## config.mk

```make
export PLATFORM = sky130hd
export DESIGN_NAME = aud_regbank
export DESIGN_NICKNAME = d
export VERILOG_FILES = /design/src/rtl/aud_regbank_pkg.sv /design/src/rtl/aud_bus_decode.sv /design/src/rtl/aud_sticky_flags.sv /design/src/rtl/aud_regbank.sv
export SDC_FILE = /design/constraint.sdc
export NUM_CORES = 1
export LEC_CHECK = 0
export CAP_MARGIN = 20
export CORE_UTILIZATION = 53
export DETAILED_ROUTE_END_ITERATION = 12
export GPL_ROUTABILITY_DRIVEN = 0
export PLACE_DENSITY = 0.83
export SLEW_MARGIN = 20
export SYNTH_ARGS = -nofsm -noshare
export SYNTH_HDL_FRONTEND = slang
export SYNTH_SLANG_ARGS = --single-unit
```

## constraint.sdc

```tcl
create_clock -name clk -period 2.9 [get_ports clk]
set_input_delay 0.725 -clock clk [delete_from_list [all_inputs] [get_ports clk]]
set_output_delay 0.725 -clock clk [all_outputs]
set_load 0.05 [all_outputs]
```

## src/rtl/aud_regbank_pkg.sv

```systemverilog
package aud_regbank_pkg;

   localparam int unsigned DW = 32;

   typedef enum logic [1:0] {
      OP_WRITE  = 2'd0,
      OP_SET    = 2'd1,
      OP_CLEAR  = 2'd2,
      OP_TOGGLE = 2'd3
   } alias_op_e;

   typedef enum logic [1:0] {
      SEL_CTRL = 2'd0,
      SEL_STAT = 2'd1,
      SEL_DATA = 2'd2,
      SEL_VER  = 2'd3
   } reg_sel_e;

   // control bit positions
   localparam int unsigned CB_SRST   = 31;
   localparam int unsigned CB_GATE   = 30;
   localparam int unsigned CB_ERR_EN = 25;
   localparam int unsigned CB_SVC_EN = 24;
   localparam int unsigned CB_RUN    = 0;

   // status bit positions
   localparam int unsigned SB_PRESENT = 31;
   localparam int unsigned SB_DMA     = 16;
   localparam int unsigned SB_FLAG_LO = 4;   // service=4, overflow=5, underflow=6
   localparam int unsigned SB_BUSY    = 0;

   localparam int unsigned N_FLAGS = 3;
   localparam int unsigned FI_SVC  = 0;
   localparam int unsigned FI_OVER = 1;
   localparam int unsigned FI_UNDER = 2;

   localparam logic [DW-1:0] CTRL_WMASK = 32'hFF1F_FFFF;
   localparam logic [DW-1:0] CTRL_INIT  = 32'h4000_0000;

   function automatic logic [DW-1:0] apply_alias(alias_op_e op,
                                                 logic [DW-1:0] cur,
                                                 logic [DW-1:0] wd);
      logic [DW-1:0] r;
      case (op)
         OP_SET:    r = cur | wd;
         OP_CLEAR:  r = cur & ~wd;
         OP_TOGGLE: r = cur ^ wd;
         default:   r = wd;
      endcase
      return r;
   endfunction

endpackage

```

## src/rtl/aud_bus_decode.sv

```systemverilog
module aud_bus_decode
   import aud_regbank_pkg::*;
#(
   parameter int unsigned ADDR_W = 8
) (
   input  logic [ADDR_W-1:0] addr,
   input  logic              we,
   output logic              hit,
   output reg_sel_e          sel,
   output alias_op_e         op,
   output logic [3:0]        wr_en
);

   localparam int unsigned N_REGS = 4;

   logic upper_zero;

   generate
      if (ADDR_W > 6) begin : g_upper
         assign upper_zero = ~|addr[ADDR_W-1:6];
      end else begin : g_exact
         assign upper_zero = 1'b1;
      end
   endgenerate

   assign hit = upper_zero & (addr[1:0] == 2'b00);
   assign sel = reg_sel_e'(addr[5:4]);
   assign op  = alias_op_e'(addr[3:2]);

   for (genvar i = 0; i < N_REGS; i++) begin : g_wen
      assign wr_en[i] = we & hit & (addr[5:4] == 2'(i));
   end

endmodule

```

## src/rtl/aud_sticky_flags.sv

```systemverilog
module aud_sticky_flags #(
   parameter int unsigned N = 3
) (
   input  logic         clk,
   input  logic         rst_n,
   input  logic         srst,
   input  logic [N-1:0] evt,
   input  logic         clr_wr,
   input  logic [N-1:0] clr_bits,
   output logic [N-1:0] flags
);

   for (genvar i = 0; i < N; i++) begin : g_flag
      logic flag_q;

      always_ff @(posedge clk or negedge rst_n) begin
         if (!rst_n)
            flag_q <= 1'b0;
         else if (srst)
            flag_q <= 1'b0;
         else
            flag_q <= evt[i] | (flag_q & ~(clr_wr & clr_bits[i]));
      end

      assign flags[i] = flag_q;

      // a set flag survives every cycle without a matching clear
      assert_flag_sticky_R5: assert property (@(posedge clk) disable iff (!rst_n)
         (flag_q && !(clr_wr && clr_bits[i]) && !srst) |=> flag_q);

      // an event always leaves the flag set, even under a clear
      assert_event_wins_R6: assert property (@(posedge clk) disable iff (!rst_n)
         (evt[i] && !srst) |=> flag_q);
   end

endmodule

```

## src/rtl/aud_regbank.sv

```systemverilog
module aud_regbank
   import aud_regbank_pkg::*;
#(
   parameter int unsigned   ADDR_W    = 8,
   parameter logic [7:0]    VER_MAJOR = 8'h01,
   parameter logic [7:0]    VER_MINOR = 8'h03,
   parameter logic [15:0]   VER_STEP  = 16'h0042
) (
   input  logic              clk,
   input  logic              rst_n,
   input  logic [ADDR_W-1:0] bus_addr,
   input  logic [31:0]       bus_wdata,
   input  logic              bus_we,
   output logic [31:0]       bus_rdata,
   input  logic              hw_present,
   input  logic              hw_busy,
   input  logic              hw_dma_req,
   input  logic              evt_underflow,
   input  logic              evt_overflow,
   input  logic              evt_service,
   output logic              irq_err,
   output logic              irq_svc,
   output logic              dma_req,
   output logic [31:0]       ctrl_o,
   output logic [31:0]       data_o
);

   localparam logic [DW-1:0] VER_WORD = {VER_MAJOR, VER_MINOR, VER_STEP};

   generate
      if (ADDR_W < 6) begin : g_bad_addr_narrow
         $error("aud_regbank: ADDR_W must cover the 0x00-0x3C window");
      end
      if (ADDR_W > 32) begin : g_bad_addr_wide
         $error("aud_regbank: ADDR_W wider than 32 is not supported");
      end
   endgenerate

   logic          hit;
   reg_sel_e      sel;
   alias_op_e     op;
   logic [3:0]    wr_en;

   aud_bus_decode #(.ADDR_W(ADDR_W)) u_dec (
      .addr  (bus_addr),
      .we    (bus_we),
      .hit   (hit),
      .sel   (sel),
      .op    (op),
      .wr_en (wr_en)
   );

   logic [DW-1:0] ctrl_q, ctrl_d;
   logic [DW-1:0] data_q, data_d;
   logic          srst;

   assign srst = ctrl_q[CB_SRST];

   always_comb begin
      ctrl_d = ctrl_q;
      if (wr_en[SEL_CTRL])
         ctrl_d = apply_alias(op, ctrl_q, bus_wdata) & CTRL_WMASK;
      if (srst)
         ctrl_d = {ctrl_d[CB_SRST:CB_GATE], CTRL_INIT[CB_GATE-1:0]};
   end

   always_comb begin
      data_d = data_q;
      if (srst)
         data_d = '0;
      else if (wr_en[SEL_DATA])
         data_d = apply_alias(op, data_q, bus_wdata);
   end

   always_ff @(posedge clk or negedge rst_n) begin
      if (!rst_n) begin
         ctrl_q <= CTRL_INIT;
         data_q <= '0;
      end else begin
         ctrl_q <= ctrl_d;
         data_q <= data_d;
      end
   end

   logic [N_FLAGS-1:0] evt_vec;
   logic [N_FLAGS-1:0] flags;
   logic               stat_clr;

   assign evt_vec[FI_SVC]   = evt_service;
   assign evt_vec[FI_OVER]  = evt_overflow;
   assign evt_vec[FI_UNDER] = evt_underflow;
   assign stat_clr = wr_en[SEL_STAT] & (op == OP_CLEAR);

   aud_sticky_flags #(.N(N_FLAGS)) u_flags (
      .clk      (clk),
      .rst_n    (rst_n),
      .srst     (srst),
      .evt      (evt_vec),
      .clr_wr   (stat_clr),
      .clr_bits (bus_wdata[SB_FLAG_LO +: N_FLAGS]),
      .flags    (flags)
   );

   logic [DW-1:0] stat_word;

   always_comb begin
      stat_word = '0;
      stat_word[SB_PRESENT] = hw_present;
      stat_word[SB_DMA]     = hw_dma_req;
      stat_word[SB_FLAG_LO +: N_FLAGS] = flags;
      stat_word[SB_BUSY]    = hw_busy;
   end

   always_comb begin
      bus_rdata = '0;
      if (hit) begin
         case (sel)
            SEL_CTRL: bus_rdata = ctrl_q;
            SEL_STAT: bus_rdata = stat_word;
            SEL_DATA: bus_rdata = data_q;
            default:  bus_rdata = VER_WORD;
         endcase
      end
   end

   assign irq_err = (flags[FI_UNDER] | flags[FI_OVER]) & ctrl_q[CB_ERR_EN];
   assign irq_svc = flags[FI_SVC] & ctrl_q[CB_SVC_EN];
   assign dma_req = hw_dma_req & ctrl_q[CB_RUN];
   assign ctrl_o  = ctrl_q;
   assign data_o  = data_q;

   // reserved control bits never hold a one
   assert_rsvd_zero_R3: assert property (@(posedge clk) disable iff (!rst_n)
      (ctrl_q & ~CTRL_WMASK) == '0);

   // a write anywhere in the version window leaves the writable state alone
   assert_ver_write_no_effect_R8: assert property (@(posedge clk) disable iff (!rst_n)
      (bus_we && hit && sel == SEL_VER && !srst) |=> ($stable(ctrl_q) && $stable(data_q)));

   // soft reset holds everything but its own two bits at default
   assert_srst_clears_R9: assert property (@(posedge clk) disable iff (!rst_n)
      srst |=> (data_q == '0 && flags == '0 && ctrl_q[CB_GATE-1:0] == '0));

endmodule

```

==> metrics.yaml, run 1 <==
sta:
  fin_crit_sh_pct: 96.25
  finClkSkew_ns: 0.007317
  drv_slew: 0
  clock.fmax_ghz: 0.3583
  max-slew-margin-rel_pct: 55.20
  layout_min_cycle_time_ns: 2.791
  worst_pin_slew_ns: 0.6719
  hold_violations: 0
  setup_viol: 0
  rsz0062_at_grt: "no"
clocking:
  cts.clk_slew.worst_paths_ns: 0.06
  clkLatencyLatePin_ns: 0.33
  cts.sinks: 64
  clk_path_buf_depth: 2
  cts_tree: "done"
  numCtsBuffers: 9
  cts_root_buffer: "clkbuf_16"
  h-tree-depth: 3
critical_path:
  crit_fanout: 5
  critPathKind: "input pin to output pin"
  cp-start-kind: "input pin"
  cp.arrival_ns: 2.07
  endpoint_kind: "output pin"
  cp.required_ns: 2.17
floorplan:
  boundaryPins: 148
  die_height_um: 116.0
  start_util_pct: 54.38
  core-area_um2: 12670
  die_w_um: 116.0
  rows: 41
  dieArea_um2: 13460
global_route:
  grt_busiest_layer: "met2"
  grt_antenna_before_repair: 0
  grtUsageMet3_pct: 5.178
  grt_max_degree: 57
  gr-usage-met2_pct: 49.68
  use_met1_pct: 37.45
  overflow: 0
  grtUsageTotal_pct: 29.41
  grt_pass1_wl_mm: 31.02
  grt_pass1_vias: 6305
detailed_routing:
  routed_wl_mm: 19.59
  dr_total_vias: 6348
  drtIter0Drc: 476
  ant_nets: 0
  drt-pass1-iter-count: 5
  avgRoutedWirePerCell_um: 18.07
  drc: 0
  via_per_inst: 5.856
synth:
  synthSimpleGateAreaFrac_pct: 8.480
  synth_fa_ha_area_share_pct: 22.15
  syn_area_per_cell_um2: 8.960
  syn_inst: 769
  yosysWarnings: 0
  synth_xor_area_share_pct: 0
  ys_types: 38
  synth-seq-cells: 64
  syn-cell-area_um2: 6890
  synth_compound_area_share_pct: 20.54
  synth-seq-area-share_pct: 23.26
  synth_top_family_by_area: "adder cells"
  synthArstFlopShare_pct: 100.0
  synth_ff_type: "dfrtp_1"
  synthMuxAreaShare_pct: 14.07
  synth_edf_count: 0
power:
  power_leakage_nw: 4.254
  p_total_mw: 4.742
  power_density_nw_per_um2: 504.0
  irDropWorstVdd_uv: 341.8
layout:
  regArea_um2: 1604
  fill_cells: 876
  utilization_pct: 74.26
  syn2layout_area_growth_pct: 36.55
  fin_nets: 1078
  multi_input_area_um2: 4632
  diodes: 0
  drive_above_1_share_pct: 22.04
outcome:
  status: "complete, no violations"
placed_design:
  dp_hpwl_mm: 13.19
  port_buffers: 144
min_path:
  hold_path_class: "input pin to async pin"
flow_run:
  cap_violations: 0
-- synthesized netlist by cell type (2+ instances only) --
master,n,area share [%]
a41oi_1,3,0.38
nand2b_1,2,0.18
o21a_1,3,0.33
o22ai_1,12,1.1
a211o_1,46,5.8
mux2_2,51,8.3
o21ai_0,11,0.80
a211oi_1,7,0.76
a21oi_1,41,3.0
mux2i_1,8,1.2
nand3_1,2,0.15
dfrtp_1,63,23
buf_1,4,0.22
nand2_1,51,2.8
ha_1,122,22
mux2_1,4,0.65
nor2b_1,14,1.3
a31oi_1,6,0.54
mux4_2,12,3.9
and3_1,5,0.45
buf_2,30,2.2
nor2_1,50,2.7
buf_4,15,1.6
clkbuf_1,14,0.76
a22oi_1,24,2.6
a311oi_1,37,4.7
a221oi_1,3,0.38
inv_1,119,6.5
-- routing by layer --
layer,up-vias,wire [um]
li1,2975,-
met1,3078,8203
met2,255,9606
met3,40,1295
met4,0,480
met5,-,0
-- cells in the final DEF, fill, tap and decap left out, drive strengths merged, types with 12 or more instances in the layout --
master,n
buf,79
ha,122
dfrtp,63
a22oi,24
a311oi,37
mux4,12
a21oi,41
o22ai,12
mux2,55
clkbuf,16
nor2,50
nor2b,14
nand2,51
clkdlybuf4s50,102
a211o,46
inv,118
-- through the flow --
stage / setup slack (ns) / area, um2 / cells / setup TNS (ns) / hold slack, ns
global route: 0.08530 / 9409 / 1084 / 0 / 0.4876
CTS: 0.006186 / 9353 / 1081 / 0 / 0.4648
floorplan: -0.4521 / 6923 / 771 / -1.408 / 0.4294
finish: 0.1088 / 9409 / 1084 / 0 / 0.4379
global placement: -0.2354 / 8952 / 1064 / -4.053 / 0.5594
detailed placement: -0.2977 / 8952 / 1064 / -4.936 / 0.5645
-- state kept, by name (all words and copies together), names as in the netlist --
signal	count
data_o	32
u_flags.g_flag.flag_q	3
ctrl_o	29
-- repair_timing --
action / 4_1_cts / 5_1_grt
buffers inserted: 0 / 2
setup endpoints to repair: 30 / 21
hold endpoints to repair: 0 / 0
pin swaps: 1 / 4
gates cloned: 1 / 1
gates resized for setup: 32 / 12
hold buffers: 0 / 0
-- where the power goes --
part	total (mW)	leakage [nW]	switching [mW]	internal [mW]
registers	1.34	0.835	0.263	1.08
logic	2.33	3.28	1.39	0.937
clock network	1.07	0.140	0.410	0.662
total	4.74	4.25	2.07	2.68
-- kinds of logic (layout without fill, tap and decap cells) --
kind of cell | after synthesis | in the layout
AOI/OAI and AO/OA | 194 | 194
buffers and inverters | 183 | 324
and+or+nand+nor | 130 | 130
adders and majority gates | 122 | 122
muxes | 75 | 75
DFF | 64 | 64
other | 1 | 3
-- path summary, 6_finish.rpt --
kind                             startpoint             to  slack (ns)  cells past startpoint
worst max-delay path            bus_addr[7]  bus_rdata[16]        0.11                      6
worst min-delay path                  rst_n     ctrl_o[28]        0.44                      2
worst max register to register   ctrl_o[31]     ctrl_o[31]        0.96                      5
worst min register to register   data_o[11]     data_o[11]        0.58                      1
max in group asynchronous             rst_n     ctrl_o[31]        2.08                      2
min in group clk                 data_o[11]     data_o[11]        0.58                      1
-- worst max-delay path: stages --
cell and delay, ns:
clkbuf_2 0.10, or4_4 0.60, buf_8 0.17, a221oi_2 0.19, buf_4 0.16, buf_12 0.12
-- cell type report --
| cell class | instances | share of cell area [%] |
|---|---|---|
| clock buffers | 12 | 2.513 |
| flip-flops and latches | 64 | 17.05 |
| well taps | 172 | 2.287 |
| inverters | 119 | 4.787 |
| multi-input cells | 524 | 49.23 |
| repair buffers | 189 | 23.66 |
| clock inverters | 4 | 0.4787 |
(Power assumes the default switching activity.)
==> inputs of run 2 (changes only) <==
- CORE_ASPECT_RATIO: not set -> 0.5
- CORE_MARGIN: not set -> 3
==> run 2 against run 1 <==
Net effect:
- the flow now finishes with violations (negative setup slack)
- sequential share of layout area decreased by 0.34 points
- first-iteration DRC count is 69% higher
- sequential power hardly changed
- critical path depth did not move
- setup slack lost 0.13 ns
- core utilization grew 4.0 points
- clock power rose by 15%
- largest cell class unchanged
==> metrics.yaml, run 2 (synthesis results as in run 1) <==
outcome:
  status: "complete, but fails checks"
  violations: "negative setup slack"
flow_run:
  cap_violations: 0  # unchanged
placed_design:
  place_ws_ns: -0.3463  # -0.04858 ns
  dp_hpwl_mm: 14.59  # +11%
  placed_area_um2: 9001  # +0.54%
  port_buffers: 144  # unchanged
critical_path:
  r2r_slack_ns: 0.86  # -0.10 ns
  endpoint_kind: "output pin"
  critical_path.most_common_cell: "buf_12"
  critical_path.startpoint: "bus_addr[6]"
  cp.arrival_ns: 2.20  # +0.13 ns
  path_cells: "clkdlybuf4s15_1 > or4_4 > buf_12 > a221oi_2 > buf_4 > buf_12"
  cp-start-kind: "input pin"
  r2r-start: "ctrl_o[31]"
  slowest_delay_ns: 0.57  # -0.03 ns
  crit_fanout: 5  # unchanged
  cp.required_ns: 2.17  # about the same
  critPathSlowestCell: "or4_4"
  critPathKind: "input pin to output pin"
layout:
  fill_cells: 761  # -13%
  diodes: 0  # unchanged
  layout_commonest_cell: "ha_1"
  final_area_um2: 9599  # +2.0%
  syn2layout_area_growth_pct: 39.31
  fin_nets: 1085  # +0.65%
  drive_above_1_share_pct: 21.76  # -0.28 points
  largest_register_ffs: 32  # unchanged
  final_cell_mix: "ha_1, inv_1, clkdlybuf4s50_1"
sta:
  setup_viol: 4  # +4
  drv_slew: 0  # unchanged
  tns_ns: -0.04992  # -0.04992 ns
  max-slew-margin-rel_pct: 62.94  # +7.7 points
  worst_pin_slew_ns: 0.5559  # -0.1161 ns
  finClkSkew_ns: 0.004440  # -0.002877 ns
  layout_min_cycle_time_ns: 2.921  # +0.1294 ns
  hold_violations: 0  # unchanged
  fin_crit_sh_pct: 100.7  # +4.5 points
  clock.fmax_ghz: 0.3424  # -4.4%
  setup_slack_ns: -0.02068  # -0.1294 ns
  whs_ns: 0.3787  # -0.05920 ns
clocking:
  h-tree-depth: 3  # unchanged
  clkLatencyLatePin_ns: 0.33  # about the same
  ctsHoldBuffers: 0  # unchanged
  clk_path_buf_depth: 2  # unchanged
  cts_tree: "done"
  cts.sinks: 64  # unchanged
  cts.clk_slew.worst_paths_ns: 0.06  # about the same
  cts_root_buffer: "clkbuf_16"
  numCtsBuffers: 9  # unchanged
global_route:
  grtUsageTotal_pct: 28.30  # -1.1 points
  overflow: 0  # unchanged
  grt_pass1_wl_mm: 33.24  # +7.2%
  grt_max_degree: 65  # +14%
  grt_pass1_vias: 6769  # +7.4%
  grt_antenna_before_repair: 0  # unchanged
detailed_routing:
  drt-pass1-iter-count: 5  # unchanged
  ant_nets: 0  # unchanged
  drc: 0  # unchanged
  avgRoutedWirePerCell_um: 20.38  # +13%
  via_per_inst: 6.142  # +4.9%
  routed_wl_mm: 22.09  # +13%
  drtIter0Drc: 803  # +69%
  dr_total_vias: 6658  # +4.9%
power:
  switching_share_pct: 43.44  # -0.12 points
  power_density_nw_per_um2: 519.0  # +3.0%
  seqPwrFrac_pct: 27.0  # -1.3 points
  power_leakage_nw: 4.346  # +2.2%
  p_int_mw: 2.817  # +5.3%
  clkPwrFrac_pct: 24.8  # +2.2 points
  irDropWorstVdd_uv: 441.7  # +29%
  combPwrFrac_pct: 48.2  # -0.9 points
  switchingPower_mw: 2.164  # +4.8%
floorplan:
  start_util_pct: 56.19  # +1.8 points
  core-area_um2: 12260  # -3.2%
  die_height_um: 86.63  # -25%
  dieArea_um2: 14490  # +7.6%
  die_w_um: 167.3  # +44%
  rows: 28  # -32%
  boundaryPins: 148  # unchanged
min_path:
  hold_path_class: "input pin to async pin"
-- run 2: path summary, 6_finish.rpt --
kind                                end  cells past startpoint
min in group clk             data_o[13]                      1
setup / recovery           bus_rdata[6]                      6
setup reg to reg             ctrl_o[31]                      4
hold reg to reg              data_o[13]                      1
max in group asynchronous    ctrl_o[31]                      2
hold / removal               data_o[18]                      2
-- run 2: what timing repair did --
item	4_1_cts	5_1_grt
gates cloned	1	3
pin swaps	1	3
buffers inserted	0	6
endpoints found under the setup margin	31	30
resized for setup	25	9
-- run 2: worst max-delay path, delay by kind of cell --
| family | cells | cell delay (ns) |
|---|---|---|
| compound gates | 1 | 0.18 |
| simple gates | 1 | 0.57 |
| buf+inv | 4 | 0.71 |
-- run 2: layout make-up --
cell class	instances	area (um2)	share of cell area (%)
Sequential cell	64	1604	16.71
Tap cell	165	206.4	2.151
Clock buffer	10	239.0	2.490
Inverter	119	446.7	4.653
Timing Repair Buffer	196	2399	24.99
Multi-Input combinational cell	524	4612	48.04
Clock inverter	6	92.59	0.9645
-- run 2: through the flow --
stage	power (mW)	utilization, %	instances
finish	4.982	78.29	1084
global route	5.231	78.29	1084
CTS	4.916	76.93	1075
detailed placement	3.668	73.41	1058
global placement	3.538	73.41	1058
floorplan	2.848	-	771
-- run 2: per-layer routing --
layer | GRT usage (%) | part of all wire [%]
met2 | 49.50 | 49
met3 | 5.831 | 8.6
met1 | 34.84 | 40
met5 | 0 | 0
met4 | 11.36 | 3.2
-- run 2: power by group through the flow --
stage          Clock [mW]  Combinational, mW  Sequential [mW]
2_1_floorplan           0              0.965             1.88
3_3_place_gp            0               2.21             1.33
3_5_place_dp            0               2.33             1.34
4_1_cts              1.22               2.36             1.33
5_1_grt              1.28               2.58             1.38
6_report             1.23               2.40             1.34
==> inputs of run 3 (changes only) <==
- CORE_MARGIN: 3 -> not set
==> run 3 against run 2 <==
Net effect:
- the flow now finishes without violations
- worst hold slack improved by 0.0013 ns
- final area increased by 0.21%
- clock skew increased by 0.0055 ns
- setup slack improved by 0.046 ns
- flip-flop and latch count unchanged
- die area decreased by 6.9%
- register-to-register slack improved by 0.27 ns
- highest routed layer unchanged
==> metrics.yaml, run 3 (synthesis results as in run 1) <==
outcome:
  status: "complete, no violations"
power:
  power_density_nw_per_um2: 514.6  # -0.84%
  switchingPower_mw: 2.163  # about the same
  seqPwrFrac_pct: 27.4  # +0.4 points
  clkPwrFrac_pct: 24.2  # -0.6 points
  switching_share_pct: 43.70  # +0.26 points
  power_leakage_nw: 4.269  # -1.8%
  irDropWorstVdd_uv: 349.8  # -21%
  combPwrFrac_pct: 48.5  # +0.3 points
  p_int_mw: 2.787  # -1.1%
  p_total_mw: 4.950  # -0.63%
clocking:
  cts_tree: "done"
  cts_setup_buffers: 0  # unchanged
  ctsHoldBuffers: 0  # unchanged
  numCtsBuffers: 9  # unchanged
  cts.clk_slew.worst_paths_ns: 0.06  # about the same
  h-tree-depth: 3  # unchanged
  cts_root_buffer: "clkbuf_16"
  clk_path_buf_depth: 2  # unchanged
  cts.sinks: 64  # unchanged
  clkLatencyLatePin_ns: 0.34  # about the same
layout:
  diodes: 0  # unchanged
  final_area_um2: 9619  # +0.21%
  syn2layout_area_growth_pct: 39.60
  layout_commonest_cell: "ha_1"
  fin_nets: 1077  # -0.74%
  final_cell_mix: "ha_1, inv_1, clkdlybuf4s50_1"
  largest_register_ffs: 32  # unchanged
  fill_cells: 800  # +5.1%
  utilization_pct: 75.96  # -2.3 points
  drive_above_1_share_pct: 23.27  # +1.5 points
detailed_routing:
  wl_met3_mm: 1.304  # -31%
  drtIter0Drc: 548  # -32%
  routed_wl_mm: 21.10  # -4.5%
  avgRoutedWirePerCell_um: 19.52  # -4.2%
  drc: 0  # unchanged
  wl_met1_mm: 8.827  # +1.0%
  dr_total_vias: 6566  # -1.4%
  wl_met2_mm: 10.29  # -4.3%
  via_per_inst: 6.074  # -1.1%
  ant_nets: 0  # unchanged
  highest-signal-layer: "met4"
  drt-pass1-iter-count: 5  # unchanged
critical_path:
  endpoint_kind: "output pin"
  critPathKind: "input pin to output pin"
  cp-start-kind: "input pin"
  rr_worst_depth: 4  # unchanged
  cp.required_ns: 2.17  # about the same
  cp.arrival_ns: 2.15  # -0.05 ns
  crit_fanout: 7  # +2
min_path:
  hold_path_class: "input pin to async pin"
sta:
  layout_min_cycle_time_ns: 2.875  # -0.04606 ns
  tns_ns: 0  # +0.04992 ns
  fin_crit_sh_pct: 99.12  # -1.6 points
  drv_slew: 0  # unchanged
  worst_pin_slew_ns: 0.6702  # +0.1143 ns
  hold_violations: 0  # unchanged
  finClkSkew_ns: 0.009896  # +0.005456 ns
  setup_viol: 0  # -4
  clock.fmax_ghz: 0.3479  # +1.6%
  max-slew-margin-rel_pct: 55.32  # -7.6 points
global_route:
  grt_pass1_wl_mm: 33.16  # -0.25%
  grt_max_degree: 65  # unchanged
  grt_pass1_vias: 6391  # -5.6%
  grtUsageTotal_pct: 31.75  # +3.5 points
  overflow: 0  # unchanged
  grt_antenna_before_repair: 0  # unchanged
placed_design:
  dp_hpwl_mm: 13.94  # -4.5%
  placed_area_um2: 8970  # -0.35%
  port_buffers: 144  # unchanged
floorplan:
  start_util_pct: 54.41  # -1.8 points
  dieArea_um2: 13490  # -6.9%
  die_w_um: 163.3  # -2.4%
  die_height_um: 82.63  # -4.6%
  boundaryPins: 148  # unchanged
  rows: 29  # +3.6%
  core-area_um2: 12660  # +3.3%
flow_run:
  cap_violations: 0  # unchanged
run 3: layout make-up:
type	count	area, um2	area share (%)
inverters	119	446.7	4.644
repair buffers	188	2257	23.47
clock inverters	7	96.34	1.002
well taps	170	212.7	2.211
flip-flops and latches	64	1604	16.68
multi-input cells	524	4777	49.66
clock buffers	9	225.2	2.341
run 3: worst paths after layout:
check / start / to / slack [ns]
max: bus_addr[5] / bus_rdata[6] / 0.03
min: rst_n / data_o[22] / 0.38
max reg2reg: ctrl_o[31] / ctrl_o[31] / 1.13
min reg2reg: data_o[14] / data_o[14] / 0.59
max in group asynchronous: rst_n / ctrl_o[30] / 2.13
min in group clk: data_o[14] / data_o[14] / 0.59
run 3: power groups by stage:
stage / clock (mW) / combinational [mW] / sequential [mW]
2_1_floorplan: 0 / 0.965 / 1.88
5_1_grt: 1.25 / 2.58 / 1.39
3_5_place_dp: 0 / 2.31 / 1.34
3_3_place_gp: 0 / 2.20 / 1.33
6_report: 1.20 / 2.40 / 1.35
4_1_cts: 1.20 / 2.38 / 1.34
run 3: stage by stage:
| step | hold slack, ns | instances | setup slack, ns |
|---|---|---|---|
| global placement | 0.5547 | 1063 | -0.2467 |
| finish | 0.3800 | 1081 | 0.02538 |
| detailed placement | 0.5604 | 1063 | -0.2631 |
| global route | 0.4286 | 1081 | -0.0001219 |
| floorplan | 0.4294 | 771 | -0.4521 |
| CTS | 0.4203 | 1081 | 0.002708 |
run 3: what timing repair did:
item | 4_1_cts | 5_1_grt
gates cloned | 2 | 0
pin swaps | 7 | 1
resized for setup | 61 | 12
setup endpoints to repair | 29 | 28
run 3: routing by layer:
layer / vias to the layer above / GRT usage [%]
met5: - / 0
met4: 0 / 14.30
met3: 58 / 5.844
met2: 293 / 53.64
met1: 3232 / 40.19
li1: 2983 / -
run 3: critical path, cell delays in order:
cell	delay [ns]
clkdlybuf4s50_1	0.49
buf_4	0.18
inv_1	0.18
a221oi_2	0.29
buf_4	0.16
buf_12	0.12
